## src/rtl/psr_pkg.sv

```systemverilog
package psr_pkg;

  localparam int BYTE_W = 8;

  // register select codes carried in the pointer
  typedef enum logic [2:0] {
    SEL_CAPS   = 3'd0,
    SEL_CONFIG = 3'd1,
    SEL_HI_LIM = 3'd2,
    SEL_LO_LIM = 3'd3,
    SEL_CRIT   = 3'd4,
    SEL_TEMP   = 3'd5
  } reg_sel_e;

  typedef enum logic [2:0] {
    ST_IDLE,
    ST_RECV,
    ST_ACK,
    ST_SEND,
    ST_MACK
  } link_state_e;

  typedef enum logic [2:0] {
    PH_ADDR,
    PH_PTR,
    PH_HI,
    PH_LO,
    PH_SPILL
  } byte_phase_e;

endpackage

```

## src/rtl/psr_line_sync.sv

```systemverilog
module psr_line_sync #(
  parameter int STAGES = 2
) (
  input  logic clk,
  input  logic rst,
  input  logic scl_pin,
  input  logic sda_pin,
  output logic scl_lvl,
  output logic sda_lvl,
  output logic scl_rise,
  output logic scl_fall,
  output logic start_p,
  output logic stop_p
);

  logic [STAGES-1:0] scl_pipe;
  logic [STAGES-1:0] sda_pipe;
  logic              scl_prev;
  logic              sda_prev;

  always_ff @(posedge clk) begin
    if (rst) begin
      scl_pipe <= '1;
      sda_pipe <= '1;
      scl_prev <= 1'b1;
      sda_prev <= 1'b1;
    end else begin
      scl_pipe <= {scl_pipe[STAGES-2:0], scl_pin};
      sda_pipe <= {sda_pipe[STAGES-2:0], sda_pin};
      scl_prev <= scl_pipe[STAGES-1];
      sda_prev <= sda_pipe[STAGES-1];
    end
  end

  assign scl_lvl  = scl_pipe[STAGES-1];
  assign sda_lvl  = sda_pipe[STAGES-1];
  assign scl_rise = scl_lvl & ~scl_prev;
  assign scl_fall = ~scl_lvl & scl_prev;
  // data edges while the clock stays high mark bus conditions
  assign start_p  = scl_lvl & scl_prev & sda_prev & ~sda_lvl;
  assign stop_p   = scl_lvl & scl_prev & ~sda_prev & sda_lvl;

endmodule

```

## src/rtl/psr_byte_engine.sv

```systemverilog
module psr_byte_engine
  import psr_pkg::*;
#(
  parameter int          REG_W     = 16,
  parameter int          PTR_W     = 3,
  parameter int          STRAP_W   = 3,
  parameter int          BASE_W    = 4,
  parameter logic [3:0]  BASE_ADDR = 4'b0011
) (
  input  logic               clk,
  input  logic               rst,
  input  logic               scl_rise,
  input  logic               scl_fall,
  input  logic               sda_lvl,
  input  logic               start_p,
  input  logic               stop_p,
  input  logic [STRAP_W-1:0] strap,
  input  logic [REG_W-1:0]   rd_data,
  output logic [PTR_W-1:0]   ptr,
  output logic               wr_en,
  output logic [PTR_W-1:0]   wr_addr,
  output logic [REG_W-1:0]   wr_data,
  output logic               sda_pull
);

  localparam int          ADDR_W = BASE_W + STRAP_W;
  localparam logic [3:0]  BITS   = 4'(BYTE_W);

  link_state_e            st;
  byte_phase_e            ph;
  logic [3:0]             cnt;
  logic [BYTE_W-1:0]      rx;
  logic [BYTE_W-1:0]      hi_q;
  logic [REG_W-1:0]       tx_word;
  logic                   tx_low;
  logic                   is_read;
  logic                   m_ack;
  logic [PTR_W-1:0]       ptr_q;
  logic [ADDR_W-1:0]      dev_addr;
  logic [BYTE_W-1:0]      cur_byte;
  logic [2:0]             bit_idx;

  assign dev_addr = {BASE_ADDR[BASE_W-1:0], strap};
  assign cur_byte = tx_low ? tx_word[BYTE_W-1:0] : tx_word[REG_W-1:REG_W-BYTE_W];
  assign bit_idx  = 3'(4'd7 - cnt);
  assign ptr      = ptr_q;

  always_ff @(posedge clk) begin
    if (rst) begin
      st       <= ST_IDLE;
      ph       <= PH_ADDR;
      cnt      <= '0;
      rx       <= '0;
      hi_q     <= '0;
      tx_word  <= '0;
      tx_low   <= 1'b0;
      is_read  <= 1'b0;
      m_ack    <= 1'b0;
      ptr_q    <= '0;
      wr_en    <= 1'b0;
      wr_addr  <= '0;
      wr_data  <= '0;
      sda_pull <= 1'b0;
    end else begin
      wr_en <= 1'b0;
      if (start_p) begin
        st       <= ST_RECV;
        ph       <= PH_ADDR;
        cnt      <= '0;
        sda_pull <= 1'b0;
      end else if (stop_p) begin
        st       <= ST_IDLE;
        sda_pull <= 1'b0;
      end else begin
        unique case (st)
          ST_RECV: begin
            if (scl_rise && cnt < BITS) begin
              rx  <= {rx[BYTE_W-2:0], sda_lvl};
              cnt <= cnt + 4'd1;
            end else if (scl_fall && cnt == BITS) begin
              cnt      <= '0;
              st       <= ST_ACK;
              sda_pull <= 1'b1;
              case (ph)
                PH_ADDR: begin
                  if (rx[BYTE_W-1:1] != dev_addr) begin
                    st       <= ST_IDLE;
                    sda_pull <= 1'b0;
                  end else begin
                    is_read <= rx[0];
                    ph      <= PH_PTR;
                  end
                end
                PH_PTR: begin
                  ptr_q <= rx[PTR_W-1:0];
                  ph    <= PH_HI;
                end
                PH_HI: begin
                  hi_q <= rx;
                  ph   <= PH_LO;
                end
                PH_LO: begin
                  wr_en   <= 1'b1;
                  wr_addr <= ptr_q;
                  wr_data <= {hi_q, rx};
                  ph      <= PH_SPILL;
                end
                default: ;
              endcase
            end
          end
          ST_ACK: begin
            if (scl_fall) begin
              cnt <= '0;
              if (is_read) begin
                st       <= ST_SEND;
                tx_word  <= rd_data;
                tx_low   <= 1'b0;
                sda_pull <= ~rd_data[REG_W-1];
              end else begin
                st       <= ST_RECV;
                sda_pull <= 1'b0;
              end
            end
          end
          ST_SEND: begin
            if (scl_rise) begin
              cnt <= cnt + 4'd1;
            end else if (scl_fall) begin
              if (cnt == BITS) begin
                sda_pull <= 1'b0;
                st       <= ST_MACK;
              end else begin
                sda_pull <= ~cur_byte[bit_idx];
              end
            end
          end
          ST_MACK: begin
            if (scl_rise) begin
              m_ack <= ~sda_lvl;
            end else if (scl_fall) begin
              if (m_ack) begin
                st  <= ST_SEND;
                cnt <= '0;
                if (tx_low) begin
                  tx_word  <= rd_data;
                  tx_low   <= 1'b0;
                  sda_pull <= ~rd_data[REG_W-1];
                end else begin
                  tx_low   <= 1'b1;
                  sda_pull <= ~tx_word[BYTE_W-1];
                end
              end else begin
                st <= ST_IDLE;
              end
            end
          end
          default: ;
        endcase
      end
    end
  end

endmodule

```

## src/rtl/psr_reg_bank.sv

```systemverilog
module psr_reg_bank
  import psr_pkg::*;
#(
  parameter int              REG_W     = 16,
  parameter int              PTR_W     = 3,
  parameter int              NUM_RW    = 4,
  parameter logic [15:0]     CAPS_WORD = 16'h0001
) (
  input  logic             clk,
  input  logic             rst,
  input  logic             wr_en,
  input  logic [PTR_W-1:0] wr_addr,
  input  logic [REG_W-1:0] wr_data,
  input  logic [PTR_W-1:0] rd_addr,
  input  logic [REG_W-1:0] temp_value,
  output logic [REG_W-1:0] rd_data,
  output logic [REG_W-1:0] config_q,
  output logic [REG_W-1:0] upper_q,
  output logic [REG_W-1:0] lower_q,
  output logic [REG_W-1:0] critical_q
);

  logic [NUM_RW-1:0][REG_W-1:0] rw_vec;

  // writable registers occupy codes 1 .. NUM_RW
  for (genvar g = 0; g < NUM_RW; g++) begin : g_rw
    logic [REG_W-1:0] q;
    always_ff @(posedge clk) begin
      if (rst) begin
        q <= '0;
      end else if (wr_en && wr_addr == PTR_W'(g + 1)) begin
        q <= wr_data;
      end
    end
    assign rw_vec[g] = q;
  end

  always_ff @(posedge clk) begin
    if (rst) begin
      rd_data <= '0;
    end else begin
      case (rd_addr)
        SEL_CAPS:   rd_data <= REG_W'(CAPS_WORD);
        SEL_CONFIG: rd_data <= rw_vec[0];
        SEL_HI_LIM: rd_data <= rw_vec[1];
        SEL_LO_LIM: rd_data <= rw_vec[2];
        SEL_CRIT:   rd_data <= rw_vec[3];
        SEL_TEMP:   rd_data <= temp_value;
        default:    rd_data <= '0;
      endcase
    end
  end

  assign config_q   = rw_vec[0];
  assign upper_q    = rw_vec[1];
  assign lower_q    = rw_vec[2];
  assign critical_q = rw_vec[3];

endmodule

```

## src/rtl/ptr_serial_regif.sv

```systemverilog
module ptr_serial_regif #(
  parameter int          REG_W     = 16,
  parameter int          PTR_W     = 3,
  parameter int          STRAP_W   = 3,
  parameter int          SYNC_LEN  = 2,
  parameter logic [3:0]  BASE_ADDR = 4'b0011,
  parameter logic [15:0] CAPS_WORD = 16'h0001
) (
  input  logic               clk,
  input  logic               rst,
  input  logic               scl_in,
  input  logic               sda_in,
  output logic               sda_pull,
  input  logic [STRAP_W-1:0] strap,
  input  logic [REG_W-1:0]   temp_value,
  output logic [REG_W-1:0]   config_q,
  output logic [REG_W-1:0]   upper_q,
  output logic [REG_W-1:0]   lower_q,
  output logic [REG_W-1:0]   critical_q
);

  localparam int NUM_RW = 4;

  logic             scl_s;
  logic             sda_s;
  logic             scl_rise;
  logic             scl_fall;
  logic             start_p;
  logic             stop_p;
  logic [PTR_W-1:0] ptr;
  logic             wr_en;
  logic [PTR_W-1:0] wr_addr;
  logic [REG_W-1:0] wr_data;
  logic [REG_W-1:0] rd_data;

  psr_line_sync #(
    .STAGES (SYNC_LEN)
  ) u_sync (
    .clk      (clk),
    .rst      (rst),
    .scl_pin  (scl_in),
    .sda_pin  (sda_in),
    .scl_lvl  (scl_s),
    .sda_lvl  (sda_s),
    .scl_rise (scl_rise),
    .scl_fall (scl_fall),
    .start_p  (start_p),
    .stop_p   (stop_p)
  );

  psr_byte_engine #(
    .REG_W     (REG_W),
    .PTR_W     (PTR_W),
    .STRAP_W   (STRAP_W),
    .BASE_W    (4),
    .BASE_ADDR (BASE_ADDR)
  ) u_engine (
    .clk      (clk),
    .rst      (rst),
    .scl_rise (scl_rise),
    .scl_fall (scl_fall),
    .sda_lvl  (sda_s),
    .start_p  (start_p),
    .stop_p   (stop_p),
    .strap    (strap),
    .rd_data  (rd_data),
    .ptr      (ptr),
    .wr_en    (wr_en),
    .wr_addr  (wr_addr),
    .wr_data  (wr_data),
    .sda_pull (sda_pull)
  );

  psr_reg_bank #(
    .REG_W     (REG_W),
    .PTR_W     (PTR_W),
    .NUM_RW    (NUM_RW),
    .CAPS_WORD (CAPS_WORD)
  ) u_bank (
    .clk        (clk),
    .rst        (rst),
    .wr_en      (wr_en),
    .wr_addr    (wr_addr),
    .wr_data    (wr_data),
    .rd_addr    (ptr),
    .temp_value (temp_value),
    .rd_data    (rd_data),
    .config_q   (config_q),
    .upper_q    (upper_q),
    .lower_q    (lower_q),
    .critical_q (critical_q)
  );

endmodule

```

## config.mk

```make
export PLATFORM = sky130hd
export DESIGN_NAME = ptr_serial_regif
export DESIGN_NICKNAME = d
export VERILOG_FILES = /design/src/rtl/psr_pkg.sv /design/src/rtl/psr_line_sync.sv /design/src/rtl/psr_byte_engine.sv /design/src/rtl/psr_reg_bank.sv /design/src/rtl/ptr_serial_regif.sv
export SDC_FILE = /design/constraint.sdc
export NUM_CORES = 1
export LEC_CHECK = 0
export ABC_AREA = 0
export ABC_CLOCK_PERIOD_IN_PS = 2600
export BUFFER_PORTS_ARGS = -buffer_cell sky130_fd_sc_hd__buf_2
export CAP_MARGIN = 20
export CELL_PAD_IN_SITES_DETAIL_PLACEMENT = 2
export CELL_PAD_IN_SITES_GLOBAL_PLACEMENT = 2
export CORE_MARGIN = 2
export CORE_UTILIZATION = 35
export CTS_BUF_LIST = sky130_fd_sc_hd__clkbuf_4 sky130_fd_sc_hd__clkbuf_8
export CTS_CLUSTER_SIZE = 40
export DETAILED_ROUTE_END_ITERATION = 6
export MAX_ROUTING_LAYER = met4
export PLACE_DENSITY_LB_ADDON = 0.1
export SLEW_MARGIN = 20
export SYNTH_ARGS = -nofsm -noshare
export SYNTH_HDL_FRONTEND = slang
export SYNTH_SLANG_ARGS = --single-unit
```

## constraint.sdc

```tcl
create_clock -name clk -period 2.6 [get_ports clk]
set_clock_uncertainty 0.1 [all_clocks]
set_input_delay 0 -clock clk [delete_from_list [all_inputs] [get_ports clk]]
set_output_delay 0 -clock clk [all_outputs]
set_load 0.02 [all_outputs]
```

==> flow_summary.json <==
{
  "synthTopCellsByCount": "186 x nand2_1, 155 x dfxtp_1, 133 x a21oi_1",
  "dpl_cell_area_sq_um": 7090,
  "die_y_microns": 139,
  "hold_slack_ns": -0.00785,
  "synthCells": 768,
  "powerDensity_nw_per_um2": 574,
  "fin_area_sq_um": 7650,
  "yosysSeqAreaShare_pct": 48.6,
  "hold_viol": 1,
  "clock_path_buffers": 2,
  "drt-initial-drc-count": 243,
  "use_met2_pct": 42.4,
  "yosysMostFrequentCell": "nand2_1",
  "net-switching-power_mw": 1.06,
  "internal-power_mw": 3.33,
  "fin_crit_ns": 2.36,
  "yosys.area.top_type_share_pct": 48.6,
  "cap_violations": 0,
  "rows": 49,
  "slew_headroom_pct": 49.5,
  "antenna_found_initial": 0,
  "hpwl_microns": 16400,
  "synth_top_flop_cell": "dfxtp_1",
  "initial_utilization_pct": 35.7,
  "cp_top_family": "simple AND/OR/NAND/NOR gates",
  "endpoint": "u_engine.cnt[2]",
  "place_congestion": 0.832,
  "pwr-share-clk_pct": 43.0,
  "finalSetupTns_ns": 0,
  "grt_pass1_vias": 6442,
  "rsz0062_at_grt": "false",
  "antennaDiodeCount": 0,
  "tritoncts": "yes",
  "ir_drop_mv": 0.289,
  "postCtsResizedCells": 0,
  "synth-async-reset-ratio_pct": 0,
  "synth_area_leaders": "dfxtp_1 49%, nand2_1 11%, a21oi_1 10%, mux2i_1 7.1%, nor2_1 3.4%",
  "synth.largest_area_cell": "dfxtp_1",
  "syn_to_final_growth_pct": 19.9,
  "path_cells": "nor4b_4, a2111oi_1, a211o_1, or4_1, a21oi_1",
  "avgSynthCellArea_sq_um": 8.31,
  "root_buffer": "clkbuf_8",
  "first_pass_iters": 5,
  "grt_usage_pct": 25.0,
  "place_inst": 1054,
  "r2r_end": "u_engine.cnt[2]",
  "seqPwrFrac_pct": 54.3,
  "busiest_layer": "met2",
  "crit_type": "reg2reg",
  "synth_nets": 792,
  "critPathSlowestCell": "or4_1",
  "path_max_fanout": 11,
  "drive_gt1_share_pct": 18.6,
  "worstPathRequired_ns": 2.89,
  "wl_per_cell_microns": 21.1,
  "cts_setup_buffers": 0,
  "period_share_pct": 90.8,
  "ys_seq_elements": 155,
  "synth_edf_count": 0,
  "layoutNonFillerInstCount": 1102,
  "clock_latency_ns": 0.48,
  "cp.buffers_inverters": 0,
  "max_freq_ghz": 0.423,
  "overflow": 0,
  "worstRegToRegCells": 5,
  "fin_nets": 884,
  "port_buffers": 87,
  "switching_share_pct": 24.1,
  "p_comb_share_pct": 2.7,
  "drv_slew": 0,
  "yosys.cell_types.count": 55,
  "routed_wl_microns": 23200,
  "cp.depth": 5,
  "worstPathArrival_ns": 2.65,
  "slowest_delay_ns": 0.53,
  "dieArea_sq_um": 19300,
  "cts_htree_levels": 4,
  "coreArea_sq_um": 17900,
  "grt_max_degree": 70,
  "p_leak_nw": 2.93,
  "fillers": 2022,
  "r2r_slack_ns": 0.24,
  "timing_worst_slew_pin_value_ns": 0.758,
  "ioPinCount": 88,
  "violations": "negative hold slack",
  "yosys_warnings": 0,
  "die_w_microns": 139,
  "critical_path.startpoint_type": "flip-flop",
  "clkSinkCount": 155,
  "syn_area_sq_um": 6380,
  "met1_usage_pct": 30.9,
  "setup_viol": 0,
  "min_path_type": "in2reg",
  "numCtsBuffers": 17,
  "status": "complete, but fails checks",
  "viasPerCell": 5.43,
  "critPathLaunch": "u_engine.cnt[0]",
  "vias": 5985,
  "r2r_start": "u_engine.cnt[0]",
  "grtUsageMet3_pct": 4.07,
  "ant_nets": 0,
  "clk_pin_slew_ns": 0.09,
  "post-route-drc-count": 0,
  "critPathCaptureType": "flip-flop",
  "grt_pass1_wl_microns": 36600
}
-- per-layer routing --
layer  part of all wire [%]  up-vias
li1                       -     2812
met4                    1.8        0
met2                     50      124
met1                     44     3024
met5                      0        -
met3                    3.7       25
-- cells in the final DEF, fill, tap and decap left out, drive strengths merged, types with 2 or more instances in the layout --
master       count
or4b             2
buf            113
a22oi           14
dlygate4sd3     16
nand3           13
nand3b           5
and2             2
a41oi            2
nor4b            2
a211oi           5
nand4bb          2
a31oi            2
xor2             5
inv              5
clkinv           8
clkbuf          20
nand4            2
o21ai           11
nor3b            5
and3             3
mux4             4
nor4bb           2
nor2            58
nor2b            5
and3b            4
or4              3
nand2b           7
a21oi          133
mux2i           45
nand2          186
nor3             4
bufinv           2
dfxtp          155
or2              8
or3              3
-- layout make-up --
class | instances | area [sq um] | area share (%)
Multi-Input combinational cell | 554 | 3050 | 39.9
Tap cell | 229 | 287 | 3.74
Clock buffer | 20 | 263 | 3.43
Inverter | 3 | 11.3 | 0.147
Clock inverter | 12 | 140 | 1.83
Timing Repair Buffer | 129 | 793 | 10.4
Sequential cell | 155 | 3100 | 40.6
-- worst min-delay path by stage --
| stage | depth (start not counted) | endpoint | slack [ns] | start |
|---|---|---|---|---|
| 3_5_place_dp | 2 | u_sync.scl_pipe[0] | 0.09 | scl_in |
| 4_1_cts | 5 | u_bank.rd_data[5] | 0.0003 | temp_value[5] |
| 6_report | 5 | u_bank.rd_data[5] | -0.008 | temp_value[5] |
| 2_1_floorplan | 1 | u_sync.scl_pipe[0] | 0.004 | scl_in |
| 3_3_place_gp | 2 | u_sync.scl_pipe[0] | 0.08 | scl_in |
| 5_1_grt | 5 | u_bank.rd_data[3] | 0.02 | temp_value[3] |
-- cell families after synthesis --
group / count (synthesis) / share of synthesized area [%]
AND/OR/NAND/NOR: 321 / 22.9
AO/OA/AOI/OAI: 177 / 15.3
flip-flops: 155 / 48.6
buffers and inverters: 59 / 3.72
multiplexers: 49 / 8.47
XOR/XNOR: 6 / 0.823
adder cells (fa/ha/maj): 1 / 0.196
-- metrics by stage --
step | util (%) | total power [mW] | hold slack, ns | setup WS, ns
after floorplan | - | 2.50 | 0.00381 | 0.566
after global placement | 39.6 | 2.54 | 0.0820 | 0.397
after detailed placement | 39.6 | 2.54 | 0.0891 | 0.284
after CTS | 42.7 | 4.43 | 0.000276 | 0.242
after global routing | 42.7 | 4.55 | 0.0153 | 0.0792
final | 42.7 | 4.39 | -0.00785 | 0.238
-- state kept, by name (all words and copies together) (netlist names), 2 cells and up --
| name | cells |
|---|---|
| u_bank.upper_q | 16 |
| u_bank.lower_q | 16 |
| u_engine.wr_addr | 3 |
| u_engine.hi_q | 8 |
| u_bank.rd_data | 16 |
| u_bank.critical_q | 16 |
| u_engine.ptr | 3 |
| u_engine.ph | 3 |
| u_engine.tx_word | 16 |
| u_sync.sda_pipe | 2 |
| u_engine.st | 3 |
| u_engine.cnt | 4 |
| u_bank.config_q | 16 |
| u_engine.wr_data | 16 |
| u_engine.rx | 8 |
| u_sync.scl_pipe | 2 |
-- what timing repair did --
item / in CTS / in global routing
hold endpoints to repair: 38 / 0
setup endpoints to repair: 0 / 0
hold buffers: 16 / 0
-- power groups by stage --
stage               Clock [mW]  Combinational [mW]  Sequential (mW)
floorplan                    0              0.0591             2.44
global placement             0              0.0937             2.44
detailed placement           0              0.0979             2.44
CTS                       1.93               0.117             2.39
global route              2.03               0.127             2.39
finish                    1.89               0.117             2.39
-- worst reg2reg max path, cell delays in order, from the launching register on --
cell and delay [ns]:
dfxtp_1 0.49, nor4b_4 0.46, a2111oi_1 0.15, a211o_1 0.38
or4_1 0.53, a21oi_1 0.17
Note: power is estimated with default switching activity, not from simulation.
